[src/rtl/ebs_pkg.sv]
package ebs_pkg;
  typedef enum logic [1:0] {
    PH_IDLE  = 2'd0,
    PH_LEAD  = 2'd1,
    PH_ACT   = 2'd2,
    PH_TRAIL = 2'd3
  } ebs_phase_e;
endpackage

[src/rtl/ebs_cfg_sel.sv]
// Selects the timing set of one zone and direction and scales it into phase lengths.
module ebs_cfg_sel #(
  parameter int NZONES = 4,
  parameter int CNT_W  = 4,
  parameter int ZW     = 2,
  parameter int LW     = CNT_W + 2
) (
  input  logic [ZW-1:0]           zone,
  input  logic                    is_wr,
  input  logic [NZONES*CNT_W-1:0] rd_lead,
  input  logic [NZONES*CNT_W-1:0] rd_act,
  input  logic [NZONES*CNT_W-1:0] rd_trail,
  input  logic [NZONES*CNT_W-1:0] wr_lead,
  input  logic [NZONES*CNT_W-1:0] wr_act,
  input  logic [NZONES*CNT_W-1:0] wr_trail,
  input  logic [NZONES-1:0]       dbl,
  input  logic [NZONES-1:0]       rdy_en,
  input  logic [NZONES-1:0]       rdy_async,
  output logic [LW-1:0]           lead_len,
  output logic [LW-1:0]           act_len,
  output logic [LW-1:0]           trail_len,
  output logic                    sync_rdy
);
  logic [CNT_W-1:0] lead_z  [NZONES];
  logic [CNT_W-1:0] act_z   [NZONES];
  logic [CNT_W-1:0] trail_z [NZONES];

  for (genvar g = 0; g < NZONES; g++) begin : g_zone
    assign lead_z[g]  = is_wr ? wr_lead[g*CNT_W +: CNT_W]  : rd_lead[g*CNT_W +: CNT_W];
    assign act_z[g]   = is_wr ? wr_act[g*CNT_W +: CNT_W]   : rd_act[g*CNT_W +: CNT_W];
    assign trail_z[g] = is_wr ? wr_trail[g*CNT_W +: CNT_W] : rd_trail[g*CNT_W +: CNT_W];
  end

  always_comb begin
    int unsigned zi;
    logic         dsel;
    zi   = (int'(zone) < NZONES) ? int'(zone) : 0;
    dsel = dbl[zi];
    lead_len  = dsel ? (LW'(lead_z[zi])  << 1) : LW'(lead_z[zi]);
    act_len   = (dsel ? (LW'(act_z[zi])  << 1) : LW'(act_z[zi])) + LW'(1);
    trail_len = dsel ? (LW'(trail_z[zi]) << 1) : LW'(trail_z[zi]);
    sync_rdy  = rdy_en[zi] & ~rdy_async[zi];
  end
endmodule

[src/rtl/ebs_phase_ctl.sv]
// Phase sequencer: lead -> active (+ready waits) -> trail, with latched lengths.
module ebs_phase_ctl
  import ebs_pkg::*;
#(
  parameter int LW = 6
) (
  input  logic          clk,
  input  logic          rst_n,
  input  logic          start,
  input  logic          wr_in,
  input  logic [LW-1:0] lead_len,
  input  logic [LW-1:0] act_len,
  input  logic [LW-1:0] trail_len,
  input  logic          sync_rdy,
  input  logic          ext_rdy,
  output ebs_phase_e    phase_o,
  output logic          wr_o,
  output logic          done_o
);
  ebs_phase_e    phase_q, phase_d;
  logic [LW-1:0] cnt_q, cnt_d;
  logic [LW-1:0] act_q, act_d;
  logic [LW-1:0] trail_q, trail_d;
  logic          sync_q, sync_d;
  logic          wr_q, wr_d;
  logic          done_q, done_d;
  logic          en;

  assign en = start | done_q | (phase_q != PH_IDLE);

  always_comb begin
    phase_d = phase_q;
    cnt_d   = cnt_q;
    act_d   = act_q;
    trail_d = trail_q;
    sync_d  = sync_q;
    wr_d    = wr_q;
    done_d  = 1'b0;
    unique case (phase_q)
      PH_IDLE: begin
        if (start) begin
          wr_d    = wr_in;
          act_d   = act_len;
          trail_d = trail_len;
          sync_d  = sync_rdy;
          if (lead_len != '0) begin
            phase_d = PH_LEAD;
            cnt_d   = lead_len - LW'(1);
          end else begin
            phase_d = PH_ACT;
            cnt_d   = act_len - LW'(1);
          end
        end
      end
      PH_LEAD: begin
        if (cnt_q == '0) begin
          phase_d = PH_ACT;
          cnt_d   = act_q - LW'(1);
        end else begin
          cnt_d = cnt_q - LW'(1);
        end
      end
      PH_ACT: begin
        if (cnt_q != '0) begin
          cnt_d = cnt_q - LW'(1);
        end else if (!sync_q || ext_rdy) begin
          if (trail_q != '0) begin
            phase_d = PH_TRAIL;
            cnt_d   = trail_q - LW'(1);
          end else begin
            phase_d = PH_IDLE;
            done_d  = 1'b1;
          end
        end
      end
      PH_TRAIL: begin
        if (cnt_q == '0) begin
          phase_d = PH_IDLE;
          done_d  = 1'b1;
        end else begin
          cnt_d = cnt_q - LW'(1);
        end
      end
      default: phase_d = PH_IDLE;
    endcase
  end

  always_ff @(posedge clk or negedge rst_n) begin
    if (!rst_n) begin
      phase_q <= PH_IDLE;
      cnt_q   <= '0;
      act_q   <= '0;
      trail_q <= '0;
      sync_q  <= 1'b0;
      wr_q    <= 1'b0;
      done_q  <= 1'b0;
    end else if (en) begin
      phase_q <= phase_d;
      cnt_q   <= cnt_d;
      act_q   <= act_d;
      trail_q <= trail_d;
      sync_q  <= sync_d;
      wr_q    <= wr_d;
      done_q  <= done_d;
    end
  end

  assign phase_o = phase_q;
  assign wr_o    = wr_q;
  assign done_o  = done_q;

  // legal phase order
  p_lead_next_r1: assert property (@(posedge clk) disable iff (!rst_n)
    phase_q == PH_LEAD |=> (phase_q == PH_LEAD || phase_q == PH_ACT));
  p_act_next_r1: assert property (@(posedge clk) disable iff (!rst_n)
    phase_q == PH_ACT |=> phase_q != PH_LEAD);
  p_trail_next_r1: assert property (@(posedge clk) disable iff (!rst_n)
    phase_q == PH_TRAIL |=> (phase_q == PH_TRAIL || phase_q == PH_IDLE));
  // low ready on the final active count holds the active phase
  p_wait_hold_r7: assert property (@(posedge clk) disable iff (!rst_n)
    (phase_q == PH_ACT && cnt_q == '0 && sync_q && !ext_rdy) |=> phase_q == PH_ACT);
  // without ready sampling the active phase ends on its final count
  p_no_wait_r8: assert property (@(posedge clk) disable iff (!rst_n)
    (phase_q == PH_ACT && cnt_q == '0 && !sync_q) |=> phase_q != PH_ACT);
  // done is a single-cycle pulse
  p_done_pulse_r9: assert property (@(posedge clk) disable iff (!rst_n)
    done_q |=> !done_q);
  // the latched direction only changes from idle
  p_dir_locked_r10: assert property (@(posedge clk) disable iff (!rst_n)
    phase_q != PH_IDLE |=> $stable(wr_q));
endmodule

[src/rtl/ext_bus_seq.sv]
// Top level: zone timing selection, phase sequencing and strobe decode.
module ext_bus_seq
  import ebs_pkg::*;
#(
  parameter int NZONES = 4,
  parameter int CNT_W  = 4,
  localparam int ZW    = (NZONES > 1) ? $clog2(NZONES) : 1
) (
  input  logic                    clk,
  input  logic                    rst_n,
  input  logic                    req_start,
  input  logic [ZW-1:0]           req_zone,
  input  logic                    req_wr,
  input  logic [NZONES*CNT_W-1:0] cfg_rd_lead,
  input  logic [NZONES*CNT_W-1:0] cfg_rd_act,
  input  logic [NZONES*CNT_W-1:0] cfg_rd_trail,
  input  logic [NZONES*CNT_W-1:0] cfg_wr_lead,
  input  logic [NZONES*CNT_W-1:0] cfg_wr_act,
  input  logic [NZONES*CNT_W-1:0] cfg_wr_trail,
  input  logic [NZONES-1:0]       cfg_dbl,
  input  logic [NZONES-1:0]       cfg_rdy_en,
  input  logic [NZONES-1:0]       cfg_rdy_async,
  input  logic                    bus_rdy,
  output logic                    bus_cs,
  output logic                    bus_rd,
  output logic                    bus_wr,
  output logic                    req_done
);
  localparam int LW = CNT_W + 2;

  logic [LW-1:0] lead_len, act_len, trail_len;
  logic          sync_rdy;
  ebs_phase_e    phase;
  logic          wr_lat;

  ebs_cfg_sel #(.NZONES(NZONES), .CNT_W(CNT_W), .ZW(ZW), .LW(LW)) u_sel (
    .zone      (req_zone),
    .is_wr     (req_wr),
    .rd_lead   (cfg_rd_lead),
    .rd_act    (cfg_rd_act),
    .rd_trail  (cfg_rd_trail),
    .wr_lead   (cfg_wr_lead),
    .wr_act    (cfg_wr_act),
    .wr_trail  (cfg_wr_trail),
    .dbl       (cfg_dbl),
    .rdy_en    (cfg_rdy_en),
    .rdy_async (cfg_rdy_async),
    .lead_len  (lead_len),
    .act_len   (act_len),
    .trail_len (trail_len),
    .sync_rdy  (sync_rdy)
  );

  ebs_phase_ctl #(.LW(LW)) u_ctl (
    .clk       (clk),
    .rst_n     (rst_n),
    .start     (req_start),
    .wr_in     (req_wr),
    .lead_len  (lead_len),
    .act_len   (act_len),
    .trail_len (trail_len),
    .sync_rdy  (sync_rdy),
    .ext_rdy   (bus_rdy),
    .phase_o   (phase),
    .wr_o      (wr_lat),
    .done_o    (req_done)
  );

  assign bus_cs = (phase != PH_IDLE);
  assign bus_rd = (phase == PH_ACT) & ~wr_lat;
  assign bus_wr = (phase == PH_ACT) &  wr_lat;

  // strobes are exclusive and lie inside chip select
  p_strobe_excl_r1: assert property (@(posedge clk) disable iff (!rst_n)
    !(bus_rd && bus_wr));
  p_strobe_in_cs_r1: assert property (@(posedge clk) disable iff (!rst_n)
    (bus_rd || bus_wr) |-> bus_cs);
  // done follows the final access cycle and never overlaps chip select
  p_done_after_cs_r9: assert property (@(posedge clk) disable iff (!rst_n)
    req_done |-> !bus_cs);
endmodule

[config.mk]
export PLATFORM = sky130hd
export DESIGN_NAME = ext_bus_seq
export DESIGN_NICKNAME = d
export VERILOG_FILES = /design/src/rtl/ebs_pkg.sv /design/src/rtl/ebs_cfg_sel.sv /design/src/rtl/ebs_phase_ctl.sv /design/src/rtl/ext_bus_seq.sv
export SDC_FILE = /design/constraint.sdc
export NUM_CORES = 1
export LEC_CHECK = 0
export ABC_AREA = 1
export CORE_AREA = 8 8 94 96
export CTS_CLUSTER_DIAMETER = 100
export CTS_CLUSTER_SIZE = 30
export DETAILED_ROUTE_END_ITERATION = 16
export DIE_AREA = 0 0 102 104
export PLACE_DENSITY = 0.82
export SKIP_CTS_REPAIR_TIMING = 1
export SLEW_MARGIN = 20
export SYNTH_ARGS = -nofsm -noshare
export SYNTH_HDL_FRONTEND = slang
export SYNTH_SLANG_ARGS = --single-unit
export TNS_END_PERCENT = 100
[constraint.sdc]
create_clock -name clk -period 1.7 [get_ports clk]
set_input_delay 0.51 -clock clk [delete_from_list [all_inputs] [get_ports clk]]
set_output_delay 0.51 -clock clk [all_outputs]
set_load 0.1 [all_outputs]
-- After elaboration in Yosys (flattened, before gate mapping)
Index checks and enable logic that the tools add are counted.
- memories: 0
- RAM bits: 0
- logic and storage cells: 96
- latch bits: 0
- flip-flop bits (word level): 23
- input bits: 115
- bits in read-only memories: 0
- reduce and logical (&&, ||, !) cells: 11
- eq/ne operators: 11
- mux-type cells: 51
- add/subtract/negate cells: 6
- order comparisons: 2
- bitwise logic cells: 8
- shift operators: 0
- $mul: 0
- divide/modulo/power cells: 0
- operator list (operator ; number):
    $mux W4 ; 18
    $mux W6 ; 7
    $ge A33 B3 Y1 const B ; 1
    $not A2 Y33 ; 1
    $bmux W4 S2 ; 3
    $pmux W6 S4 ; 1
    $sub A6 B1 Y6 const B ; 4
    $reduce_bool A6 Y1 ; 3
    $mux W5 ; 3
    $mux W2 ; 7
    $pmux W2 S4 ; 1
    $mux W1 ; 7
    $add A6 B1 Y6 const B ; 1
    $bmux W1 S2 ; 3
    $logic_not A6 Y1 ; 1
    $ne A2 B1 Y1 const B ; 3
    $ne A2 B2 Y1 const B ; 3
    $ne A3 B1 Y1 const B ; 2
    $reduce_and A6 Y1 ; 1
    $sub A5 B1 Y6 const B ; 1
    $reduce_and A5 Y1 ; 1
    $eq A2 B2 Y1 const B ; 2
    $and A1 B1 Y1 ; 3
    $lt A2 B3 Y1 const B ; 1
    other kinds (9) ; 11

-- Longest topological paths before layout
- depth in word-level cells: 10
- depth in mapped cells: 21
- depth with buffers taken out: 20

-- Hierarchy
From an unflattened synthesis, not the netlist that was laid out.
- cell total of the unflattened synthesis: 483
- area, all modules: 2962.8 µm²
- modules (own cells, without submodules) (module ; seq. area each (µm²) ; area each (µm²) ; cells each ; instances):
    ebs_phase_ctl ; 575.6 ; 1651.6 ; 217 ; 1
    ebs_cfg_sel ; 0.0 ; 1286.2 ; 260 ; 1
    ext_bus_seq ; 0.0 ; 25.0 ; 6 ; 1

-- Worst setup path before layout
No wires, ideal clock.
- kind: reg-to-output
- start point: reg u_ctl.phase_q[1], in the netlist u_ctl.phase_o[1]
- end point: out bus_rd
- path slack: -0.862 ns
- arrival: 2.052 ns
- stages on the path, launching flop included: 5
- required time: 1.190 ns
- buffers on the path: 0
- cells stage by stage: dfrtp_1 inv_1 nor2_1 inv_1 nor2_1
- word-level cells in the longest chain between the ends: 2
- RTL lines (item ; line ; text):
    from (decl) ; ebs_phase_ctl.sv:20 ; ebs_phase_e phase_q, phase_d;
    from (signal assigned) ; ebs_phase_ctl.sv:98 ; phase_q <= phase_d;
    $eq A2 B2 Y1 ; ext_bus_seq.sv:70 ; assign bus_rd = (phase == PH_ACT) & ~wr_lat;
    $and A1 B1 Y1 ; ext_bus_seq.sv:70 ;
    to (decl) ; ext_bus_seq.sv:25 ; output logic bus_rd,
Every way passes these cells.

-- Worst setup path in the final report
- start point: in req_wr
- end point: reg u_ctl.cnt_q[2]
- word-level cells in the longest chain between the ends: 10
- elaborated cells on any way between the ends: 23
- those cells by class: add/sub: 3; mux: 19; reduce/logical: 1
- RTL lines (item ; line ; text):
    from (decl) ; ext_bus_seq.sv:13 ; input logic req_wr,
    $mux W4 ; ebs_cfg_sel.sv:30 ; assign act_z[g] = is_wr ? wr_act[g*CNT_W +: CNT_W] : rd_act[g*CNT_W +: CNT_W];
    $bmux W4 S2 ; ebs_cfg_sel.sv:40 ; act_len = (dsel ? (LW'(act_z[zi]) << 1) : LW'(act_z[zi])) + LW'(1);
    $mux W4 (not written as such) (2 in a row) ; ebs_cfg_sel.sv:40 ;
    $mux W5 ; ebs_cfg_sel.sv:40 ;
    $add A6 B1 Y6 ; ebs_cfg_sel.sv:40 ;
    $sub A6 B1 Y6 ; ebs_phase_ctl.sv:51 ; cnt_d = act_len - LW'(1);
    $mux W6 (*) ; ebs_phase_ctl.sv:46 ; if (lead_len != '0) begin
    $mux W6 (*) ; ebs_phase_ctl.sv:41 ; if (start) begin
    $pmux W6 S4 (*) ; ebs_phase_ctl.sv:39 ; unique case (phase_q)
    to (signal assigned) ; ebs_phase_ctl.sv:99 ; cnt_q <= cnt_d;
    to (decl) ; ebs_phase_ctl.sv:21 ; logic [LW-1:0] cnt_q, cnt_d;
Every way passes the cells marked *; elsewhere a longest branch is shown, timed or not. The select of a mux whose other input is x is not followed.
A chain may end at the register's enable or synchronous reset.

==> impl.org <==
** Synth
- Combinational family with the most area after synthesis :: simple AND/OR/NAND/NOR gates
- Share of Yosys cell area claimed by the top area cell type :: 0.225
- The biggest area contributor in the post-synthesis netlist is nand2_1.
- Synthesis produced a netlist with a net count of 626.
- After synthesis, the share of flip-flops with an asynchronous set or reset is 1.00.
- Avg Synthesized Cell Area :: 5.51 µm²
- The cell count after synthesis came out at around 510.
- Number of flops mapped to enable cells by yosys :: 0
- The share of the Yosys chip area taken by registers is 0.198.
- Flip-flop cell with the highest count after synthesis :: dfrtp_1
- Count of distinct cell types in the synthesized netlist :: 37
- Of the total synthesized cell area, the portion taken by full adders, half adders and majority gates is 0.0225.
- Area fraction in and, or, nand and nor cells after synthesis :: 0.427
- #FFs+latches synth :: 22
- The synthesized netlist occupies a cell area of about 2800 µm².
- Multiplexer share of the synthesized area :: 0
- During synthesis, Yosys emitted a total of 0 warnings.
- Of the total synthesized cell area, the portion taken by XOR and XNOR cells is 0.0251.
- Leading post-synthesis cells by cell area :: nand2_1 22%, dfrtp_1 20%, nand3_1 10%
- The share of the synthesized area in compound gates (AO/OA/AOI/OAI) is 0.171.

** Layout
- Most common cell after layout, fill and taps aside :: nand2_1
- Relative to the synthesized area, the layout overhead comes to 103%.
- At the end of the flow the core is filled with cells to 0.761.
- Number of filler cells placed in the layout :: between 400 and 500
- Antenna fix cells :: 0
- The library cells used most frequently in the layout, excluding fill and tap cells, are 129 x nand2_1, 69 x buf_4, 66 x inv_1.
- Share of cells above drive strength 1 :: 0.323
- In the final design database the tool counted ~820 nets.

** Global routing
- The first global-routing pass estimated 16400 µm of wire.
- Entering global routing, the biggest net connects 30 pins.
- The number of global-route vias before repair came to 3884.
- Summed over all layers, the global routing overflow is 0.
- Across every metal layer, demand over resource in global routing totals 0.180.
- The number of antenna violations at the first check in global routing is 0.

** Route
- Count of TritonRoute iterations in the first routing pass :: 5
- Number of vias per cell after detailed routing :: approximately 5.4
- Initial DRC count :: 261
- Dividing the detail-routed wire length by the instance count gives between 15 and 20 µm.
- Detailed-route via count :: 4342
- Residual antenna-violating net count after detailed routing :: 0
- After detailed routing, the total wire length is ~14000 µm.
- In the routed design, unresolved DRC markers number 0.

** Critical path
- Crit path required time :: 1.85 ns
- STA puts the critical path data arrival time at 2.41 ns.
- For the worst flop-to-flop path, the logic depth is 10.
- The critical path is of the input port to flop type.
- Reg-to-reg critical path startpoint :: u_ctl.cnt_q[0]
- Crit end category :: flop
- Endpoint of the worst register-to-register path :: u_ctl.cnt_q[4]
- The worst setup path is launched from an input port.
- Across all register-to-register paths, the minimum setup slack is -0.17 ns.
- In this run the worst path has a maximum fanout of 5.

** Timing
- Max_slew headroom :: 0.749
- Unrepaired setup endpoints after global routing :: true
- Across the routed clock network, the largest skew measured is approximately 0.007 ns.
- At the pin with the least slew margin, the transition time is between 0.3 and 0.4 ns.
- The number of failing hold endpoints at the final stage came to 0.
- Fmax :: 443 MHz
- Across all setup checks in the final design, the least slack found is -0.555 ns.
- Min cycle time layout :: between 2 and 2.5 ns
- Dividing the final minimum period by the clock period gives 1.33.
- Smallest hold slack :: 0.503 ns
- The count of final max-slew check failures is 0.
- Final setup viols :: 14

** Outcome
- Status :: complete, but fails checks
- The checks that failed: setup timing.

** Die
- Row count :: 32
- Placeable core region :: 7450 µm²
- approximately 120 I/O pins were placed.
- Die extent in x :: roughly 100 µm
- The die covers approximately 11000 µm².
- The initial utilization of the core area, before any placement, comes to 0.374.
- The die is 104 µm tall.

** CTS
- Clock-pin slew was measured on the worst setup and hold paths at roughly 0.080 ns.
- Htree depth :: 1
- For the worst-skew pair, the clock arrives at the later sink with an insertion delay of 0.26 ns.
- CTS tree :: built
- CTS placed an instance of clkbuf_8 at the clock tree root.
- Total clock buffers created by CTS :: 3
- CTS saw 22 sinks.
- The clock passes through at most 2 buffers.

** Placement
- Detailed placement finished with a half-perimeter wire length of around 8000 µm.
- Port buffer count :: 118
- At the end of routability-driven placement, the weighted congestion stood at 0.904.

** Job
- Max-capacitance violation count :: 0

** Worst hold path
- In this run the most critical hold path is launched from u_ctl.cnt_q[5].
- Min-delay worst type :: flop to flop
- Sink of the worst hold path :: u_ctl.cnt_q[5]
- Counting instances, the worst hold path has a depth of 2.

** Pwr
- For this design the static power due to leakage is around 3.1 nW.
- For this design the ratio of total power to cell area is between 800 and 900 nW/µm².
- IR analysis of the VDD net gives a maximum drop of about 500 µV.
## report_power, final
part	internal, W	total [W]	switching [W]	leakage, nW
clock network	0.000158	0.000321	0.000163	0.0216
logic	0.00174	0.00377	0.00203	2.82
registers	0.000759	0.000956	0.000197	0.275
## worst max-delay path by stage
| stage | slack (ns) | cells past startpoint | end | from |
|---|---|---|---|---|
| 4_1_cts | -0.83 | 17 | u_ctl.cnt_q[2] | req_zone[1] |
| 3_5_place_dp | -1.10 | 17 | u_ctl.cnt_q[2] | req_zone[1] |
| 5_1_grt | -0.75 | 20 | u_ctl.cnt_q[2] | req_wr |
| 2_1_floorplan | -0.41 | 17 | u_ctl.cnt_q[2] | req_zone[1] |
| 6_report | -0.55 | 19 | u_ctl.cnt_q[2] | req_wr |
| 3_3_place_gp | -1.04 | 16 | u_ctl.cnt_q[2] | req_zone[0] |
## routing by layer
layer  wire (µm)  track usage  vias up
met2        7470        0.318      244
met3         926       0.0315       89
met1        4850        0.209     2010
met5           0            0        -
met4         850       0.0609        0
li1            -            -     1999
## critical path, cell delays in order
cell and delay [ns]:
buf_12 0.12, clkbuf_16 0.15, nand2_1 0.10, nand2_1 0.08
nand2_2 0.09, nand3_4 0.09, nand2_1 0.07, nand2_1 0.07
nand2_2 0.12, nand2_2 0.08, nor2_4 0.13, nand2_2 0.08
nand2_2 0.09, inv_2 0.05, ha_4 0.15, inv_2 0.07
nor2_4 0.05, o31ai_2 0.22, nand2_1 0.08
## layout make-up
class                      instances  area (µm²)  area share
clock buffer                       3        41.3     0.00728
inverter                          82         340      0.0600
multi-input combinational        382        2350       0.414
sequential                        22         551      0.0971
tap                              102         128      0.0225
timing repair buffer             210        2260       0.399
## through the flow
stage               setup slack, ns  cells  total power [W]  area, µm²  setup TNS (ns)
global route                 -0.748    801          0.00543       5670           -5.19
floorplan                    -0.407    506          0.00274       2920           -1.50
CTS                          -0.828    771          0.00440       4660           -8.20
finish                       -0.555    801          0.00505       5670           -3.36
detailed placement            -1.10    768          0.00405       4620          -12.98
global placement              -1.04    768          0.00397       4620          -12.41
## state kept, by name, indices dropped and copies added, names as in the netlist
signal,count
u_ctl.act_q,6
u_ctl.cnt_q,6
u_ctl.trail_q,5
u_ctl.phase_o,2
u_ctl.done_o,1
u_ctl.sync_q,1
u_ctl.wr_o,1
## synth_stat cells (3+ instances only)
cell        n
dfrtp_1    22
inv_2       5
xor2_1      6
buf_2       6
nor3_1      3
ha_1        5
nand2_1   167
a21oi_1     9
clkbuf_1    5
inv_1      75
buf_6       4
o21ai_1     5
o211ai_1    4
o22ai_1    11
nand3_1    57
nor2_1     48
a31oi_1     3
buf_4       4
o21ai_0    41
## cell families (layout without fill, tap and decap cells)
kind of cell | count (synthesis) | in the layout
xor gates and xnor gates | 8 | 8
buffers and inverters | 102 | 295
and+or+nand+nor | 286 | 286
adders and majority gates | 5 | 5
DFF | 22 | 22
AOI/OAI and AO/OA | 83 | 83
Power figures use the tool's default switching activity.
